### src/rtl/iter_div_pkg.sv
package iter_div_pkg;

    typedef enum logic [1:0] {
        ST_IDLE,
        ST_ITER,
        ST_PAD,
        ST_FIXUP
    } div_state_e;

    localparam logic [4:0] DIV_FAULT_CAUSE = 5'b00101;

    typedef struct packed {
        logic by_zero;
        logic overflow;
        logic neg_result;
    } div_class_t;

endpackage

### src/rtl/div_classify.sv
module div_classify
    import iter_div_pkg::*;
#(
    parameter int WIDTH = 32
) (
    input  logic [WIDTH-1:0] dividend_i,
    input  logic [WIDTH-1:0] divisor_i,
    input  logic             unsigned_i,
    output div_class_t       cls_o,
    output logic [WIDTH-1:0] mag_dividend_o,
    output logic [WIDTH-1:0] mag_divisor_o
);
    localparam logic [WIDTH-1:0] MOST_NEG = {1'b1, {(WIDTH-1){1'b0}}};
    localparam logic [WIDTH-1:0] ALL_ONES = {WIDTH{1'b1}};

    logic neg_dvd;
    logic neg_dvs;

    always_comb begin
        neg_dvd        = !unsigned_i && dividend_i[WIDTH-1];
        neg_dvs        = !unsigned_i && divisor_i[WIDTH-1];
        mag_dividend_o = neg_dvd ? (~dividend_i + 1'b1) : dividend_i;
        mag_divisor_o  = neg_dvs ? (~divisor_i + 1'b1) : divisor_i;
        cls_o.by_zero    = (divisor_i == '0);
        cls_o.overflow   = !unsigned_i && (dividend_i == MOST_NEG) && (divisor_i == ALL_ONES);
        cls_o.neg_result = neg_dvd ^ neg_dvs;
    end

endmodule

### src/rtl/div_shift_sub.sv
module div_shift_sub #(
    parameter int WIDTH = 32
) (
    input  logic             clk,
    input  logic             rst_n,
    input  logic             load_i,
    input  logic             step_i,
    input  logic [WIDTH-1:0] dividend_i,
    input  logic [WIDTH-1:0] divisor_i,
    output logic [WIDTH-1:0] quot_o
);
    logic [WIDTH-1:0] rem_q;
    logic [WIDTH-1:0] acc_q;
    logic [WIDTH-1:0] dvs_q;
    logic [WIDTH:0]   partial;
    logic [WIDTH:0]   diff;
    logic             fits;

    always_comb begin
        partial = {rem_q, acc_q[WIDTH-1]};
        diff    = partial - {1'b0, dvs_q};
        fits    = (partial >= {1'b0, dvs_q});
    end

    always_ff @(posedge clk or negedge rst_n) begin
        if (!rst_n) begin
            rem_q <= '0;
            acc_q <= '0;
            dvs_q <= '0;
        end else if (load_i) begin
            rem_q <= '0;
            acc_q <= dividend_i;
            dvs_q <= divisor_i;
        end else if (step_i) begin
            rem_q <= fits ? diff[WIDTH-1:0] : partial[WIDTH-1:0];
            acc_q <= {acc_q[WIDTH-2:0], fits};
        end
    end

    assign quot_o = acc_q;

endmodule

### src/rtl/div_sign_restore.sv
module div_sign_restore #(
    parameter int WIDTH = 32
) (
    input  logic [WIDTH-1:0] mag_i,
    input  logic             negate_i,
    output logic [WIDTH-1:0] value_o
);
    always_comb begin
        value_o = negate_i ? (~mag_i + 1'b1) : mag_i;
    end

endmodule

### src/rtl/iter_divider.sv
module iter_divider
    import iter_div_pkg::*;
#(
    parameter int WIDTH    = 32,
    parameter bit AREA_OPT = 1'b0
) (
    input  logic             clk,
    input  logic             rst_n,
    input  logic             start_i,
    input  logic             unsigned_i,
    input  logic             exc_en_i,
    input  logic [WIDTH-1:0] dividend_i,
    input  logic [WIDTH-1:0] divisor_i,
    input  logic             fault_clr_i,
    output logic [WIDTH-1:0] quot_o,
    output logic             done_o,
    output logic             wr_en_o,
    output logic             busy_o,
    output logic             fault_o,
    output logic             exc_req_o,
    output logic [4:0]       exc_cause_o,
    output logic             exc_detail_o
);
    localparam int               CNT_W    = $clog2(WIDTH);
    localparam logic [CNT_W-1:0] LAST_IT  = CNT_W'(WIDTH - 1);
    localparam logic [WIDTH-1:0] MOST_NEG = {1'b1, {(WIDTH-1){1'b0}}};

    div_state_e       state_q, state_d;
    logic [CNT_W-1:0] iter_q;
    logic             ovf_q;
    logic             neg_q;
    logic             exc_en_q;

    div_class_t       cls;
    logic [WIDTH-1:0] mag_dvd, mag_dvs;
    logic [WIDTH-1:0] raw_quot, signed_quot;

    logic             accept;
    logic             fin_zero, fin_norm, fin_any;
    logic             fin_fault, fin_exc_en;
    logic [WIDTH-1:0] fin_value;

    div_classify #(.WIDTH(WIDTH)) u_classify (
        .dividend_i     (dividend_i),
        .divisor_i      (divisor_i),
        .unsigned_i     (unsigned_i),
        .cls_o          (cls),
        .mag_dividend_o (mag_dvd),
        .mag_divisor_o  (mag_dvs)
    );

    div_shift_sub #(.WIDTH(WIDTH)) u_core (
        .clk        (clk),
        .rst_n      (rst_n),
        .load_i     (accept && !cls.by_zero),
        .step_i     (state_q == ST_ITER),
        .dividend_i (mag_dvd),
        .divisor_i  (mag_dvs),
        .quot_o     (raw_quot)
    );

    div_sign_restore #(.WIDTH(WIDTH)) u_sign (
        .mag_i    (raw_quot),
        .negate_i (neg_q),
        .value_o  (signed_quot)
    );

    // Next-state logic
    always_comb begin
        state_d = state_q;
        unique case (state_q)
            ST_IDLE:  if (start_i && !cls.by_zero) state_d = ST_ITER;
            ST_ITER:  if (iter_q == LAST_IT) state_d = AREA_OPT ? ST_PAD : ST_FIXUP;
            ST_PAD:   state_d = ST_FIXUP;
            ST_FIXUP: state_d = ST_IDLE;
            default:  state_d = ST_IDLE;
        endcase
    end

    // State register
    always_ff @(posedge clk or negedge rst_n) begin
        if (!rst_n) state_q <= ST_IDLE;
        else        state_q <= state_d;
    end

    // Iteration counter and captured operand class
    always_ff @(posedge clk or negedge rst_n) begin
        if (!rst_n) begin
            iter_q   <= '0;
            ovf_q    <= 1'b0;
            neg_q    <= 1'b0;
            exc_en_q <= 1'b0;
        end else if (accept) begin
            iter_q   <= '0;
            ovf_q    <= cls.overflow;
            neg_q    <= cls.neg_result;
            exc_en_q <= exc_en_i;
        end else if (state_q == ST_ITER) begin
            iter_q <= iter_q + 1'b1;
        end
    end

    // Completion decode
    always_comb begin
        accept     = (state_q == ST_IDLE) && start_i;
        fin_zero   = accept && cls.by_zero;
        fin_norm   = (state_q == ST_FIXUP);
        fin_any    = fin_zero || fin_norm;
        fin_fault  = fin_zero || (fin_norm && ovf_q);
        fin_exc_en = fin_zero ? exc_en_i : exc_en_q;
        if (fin_zero)   fin_value = '0;
        else if (ovf_q) fin_value = MOST_NEG;
        else            fin_value = signed_quot;
    end

    // Registered outputs
    always_ff @(posedge clk or negedge rst_n) begin
        if (!rst_n) begin
            quot_o       <= '0;
            done_o       <= 1'b0;
            wr_en_o      <= 1'b0;
            fault_o      <= 1'b0;
            exc_req_o    <= 1'b0;
            exc_cause_o  <= '0;
            exc_detail_o <= 1'b0;
        end else begin
            done_o    <= fin_any;
            wr_en_o   <= fin_any && !(fin_fault && fin_exc_en);
            exc_req_o <= fin_fault && fin_exc_en;
            if (fin_any) quot_o <= fin_value;
            if (fin_fault) begin
                fault_o      <= 1'b1;
                exc_cause_o  <= DIV_FAULT_CAUSE;
                exc_detail_o <= !fin_zero;
            end else if (fault_clr_i) begin
                fault_o <= 1'b0;
            end
        end
    end

    assign busy_o = (state_q != ST_IDLE);

endmodule

### config.mk
export PLATFORM = sky130hd
export DESIGN_NAME = iter_divider
export DESIGN_NICKNAME = d
export VERILOG_FILES = /design/src/rtl/iter_div_pkg.sv /design/src/rtl/div_classify.sv /design/src/rtl/div_shift_sub.sv /design/src/rtl/div_sign_restore.sv /design/src/rtl/iter_divider.sv
export SDC_FILE = /design/constraint.sdc
export NUM_CORES = 1
export LEC_CHECK = 0
export BUFFER_PORTS_ARGS = -buffer_cell sky130_fd_sc_hd__buf_2
export CAP_MARGIN = 10
export CORE_ASPECT_RATIO = 1.1
export CORE_MARGIN = 1
export CORE_UTILIZATION = 30
export DETAILED_ROUTE_END_ITERATION = 8
export GPL_TIMING_DRIVEN = 0
export MAX_ROUTING_LAYER = met4
export PLACE_DENSITY_LB_ADDON = 0.25
export SETUP_SLACK_MARGIN = 0.05
export SLEW_MARGIN = 20
export SYNTH_ARGS = -nofsm -noshare
export SYNTH_HDL_FRONTEND = slang
export SYNTH_SLANG_ARGS = --single-unit
### constraint.sdc
create_clock -name clk -period 3 [get_ports clk]
set_input_delay 0.6 -clock clk [delete_from_list [all_inputs] [get_ports clk]]
set_output_delay 0.6 -clock clk [all_outputs]
set_load 0.02 [all_outputs]
==> impl_results.md <==
- Die Wd: 175 um
- Crit path max fanout: 5
- Post-route cell area: 12,700 um^2
- Unique masters post-synth: 61
- CP arrival: 3480 ps
- Area Overhead vs Synth: 28.8%
- Tightest Pin Transition: 817 ps
- GRT Total Usage: 19.4%
- Final worst-path cycle share: 104%
- Drt pass-1 iters: 5
- Grt total ovfl: 0
- Worst skew pair latency: 430 ps
- H-tree depth: 4
- Worst Clk Skew: 9.22 ps
- DRT Wirelength: 31,600 um
- Initial DRC Count: 513
- Crit start category: input port
- First-pass GRT wire length: 48,900 um
- Clk sinks: 144
- Reg-to-Reg Start: u_core.quot_o[31]
- Cell Area, Placed: 11,000 um^2
- Clk pwr share: 13.2%
- # DRC: 0
- YS warnings: 0
- Core box area: 32,300 um^2
- Antenna Nets Post-Route: 0
- Sw frac: 45.9%
- Unrepaired setup endpoints after global routing: yes
- Ys async rst share: 100%
- DR vias/cell: 5.07
- Yosys top cell area share: 36.6%
- Synth Cell Area: 9850 um^2
- Fmax achieved: 320 MHz
- Fin worst setup slack: -122 ps
- Seq pwr share: 23.0%
- Most instantiated library cell after synthesis: nand2_1
- Max-cap viol count: 0
- I/O pins: 113
- Sw Pwr: 7.33 mW
- Mapped Cells: 1,172
- Non-filler instance count after layout: 1,785
- Layout cells sized above 1: 23.3%
- Worst hold margin: 78.0 ps
- Reg-to-reg endpoint: u_core.rem_q[30]
- #FFs+latches synth: 144
- Final hold viol count: 0
- Reg-to-reg slack, setup: 100 ps
- Pwr dens: 1260 nW/um^2
- Worst setup EP type: register
- Clock root cell: clkbuf_16
- PortBufs: 109
- Die ar.: 33,500 um^2
- Lkg Pwr: 5.55 nW
- Failing checks: negative setup slack
- Int Power: 8.65 mW
- Final setup vio count: 4
- Top_reg_cell synth: dfrtp_1
- Peak supply drop: 0.612 mV
- TritonCTS clock tree: yes
- Most frequent cells after synthesis: nand2_1 (175), o21ai_0 (150), dfrtp_1 (144)
- Cells after DPL: 1,710
- Bufs on Longest Clock Path: 2
- Post-DP HPWL: 23,600 um
- Placer Congestion: 0.912
- Slew headroom: 45.6%
- Largest net degree at the start of global routing: 96
- CTS clk-pin slew, worst paths: 60 ps
- Vias in the first global route: 8,777
- Crit path time final: 3120 ps
- DR vias: 9,056
- Number of synthesized flops with an enable pin: 0
- Max Slew Vio Count: 0
- Die Ht: 192 um
- Number of buffers created by CTS: 17
- Initial Util: 30.5%
- Reg2reg path depth: 12
- Crit Path Category: input port to register
- Synth Area per Inst: 8.40 um^2
- Synth area leaders: dfrtp_1 (37%), o21ai_0 (7.6%), nand2_1 (6.7%)
- Std-Cell Rows: 69
- Run status: finished with violations
- Post-synth top area cell: dfrtp_1
- HP Class: input port to async pin
- Initial antenna violation count: 1
- Logic pwr share: 63.8%
- Seq/Total Area, Yosys: 36.6%
- Fin nets: 1,459
- Power, Total: 16.0 mW
- CP Data Required Time: 3360 ps
- Avg WL per Cell: 17.7 um
==> metal layers <==
| metal | vias to the layer above | GRT usage [%] | routed length, um |
|---|---|---|---|
| met5 | - | - | 0 |
| met2 | 200 | 33.3 | 15700 |
| met3 | 60 | 2.79 | 1020 |
| met1 | 4313 | 22.7 | 13700 |
| met4 | 0 | 7.99 | 1220 |
| li1 | 4483 | - | - |
==> state kept, by name (all words and copies together), names as in the netlist, 2 cells and up <==
register	flops
quot_o	32
iter_q	5
u_core.quot_o	32
u_core.dvs_q	32
u_core.rem_q	32
state_q	2
==> worst max path at each step <==
stage	from	endpoint	cells after the start
2_1_floorplan	dividend_i[6]	u_core.quot_o[26]	9
3_5_place_dp	divisor_i[6]	u_core.rem_q[11]	10
5_1_grt	dividend_i[6]	u_core.quot_o[26]	10
4_1_cts	dividend_i[6]	u_core.quot_o[25]	11
3_3_place_gp	divisor_i[6]	u_core.rem_q[5]	10
6_report	dividend_i[6]	u_core.quot_o[26]	10
==> worst max-delay path, cell delays in order <==
cell and delay, ps:
buf_8 100, or4_4 550, or4_4 440, or3_4 350, or4_4 420, or4_4 520, o31ai_4 200, xnor2_1 140
nand2_1 70, o21ai_1 70
==> layout make-up <==
cell class / instances / area [um^2]
tap: 426 / 533
fill: 3285 / 19600
inverter: 58 / 218
buffer: 51 / 342
clock buffer: 22 / 454
clock inverter: 9 / 111
sequential: 144 / 3600
multi-input combinational: 917 / 6410
timing repair buffer: 157 / 1010
antenna: 1 / 2.50
==> power groups by stage <==
stage | registers (mW) | logic, mW | clock network [mW]
global placement | 3.63 | 8.51 | 0
finish | 3.68 | 10.2 | 2.10
detailed placement | 3.66 | 8.56 | 0
floorplan | 3.74 | 6.20 | 0
CTS | 3.64 | 9.27 | 2.15
global route | 3.79 | 11.2 | 2.23
==> kinds of logic (layout without fill, tap and decap cells) <==
logic type,count (synthesis),in the layout,share of synthesized area [%]
compound gates,332,332,20.1
xor+xnor,111,111,9.87
fa+ha+maj,43,43,5.54
buf+inv,113,297,4.50
flops,144,144,36.6
mux,55,55,5.62
other cells,1,4,0.0381
simple gates,373,373,17.8
==> cell usage in the layout (no fill, tap or decap), drive strengths merged, types with 42 or more instances in the layout <==
cell type / synthesis / routed
clkbuf: 47 / 57
nor2: 61 / 61
xor2: 52 / 52
xnor2: 59 / 59
ha: 42 / 42
nand2: 175 / 175
a21oi: 66 / 66
mux2i: 53 / 53
buf: 8 / 173
dfrtp: 144 / 144
inv: 58 / 58
o21ai: 159 / 159
==> stage by stage <==
stage	worst slack [ps]	TNS, ps	utilization [%]
global route	-214	-746	39.3
floorplan	-305	-1770	-
CTS	-136	-641	37.7
detailed placement	-1730	-188720	34.2
global placement	-1620	-325150	34.0
finish	-122	-301	39.3
==> repair_timing <==
| item | 4_1_cts | 5_1_grt |
|---|---|---|
| setup buffers | 27 | 18 |
| resized for setup | 94 | 109 |
| hold buffers | 0 | 0 |
| gates cloned | 0 | 2 |
| endpoints found under the setup margin | 136 | 124 |
| hold endpoints to repair | 0 | 0 |
| pin swaps | 24 | 25 |
Power figures use the tool's default switching activity.
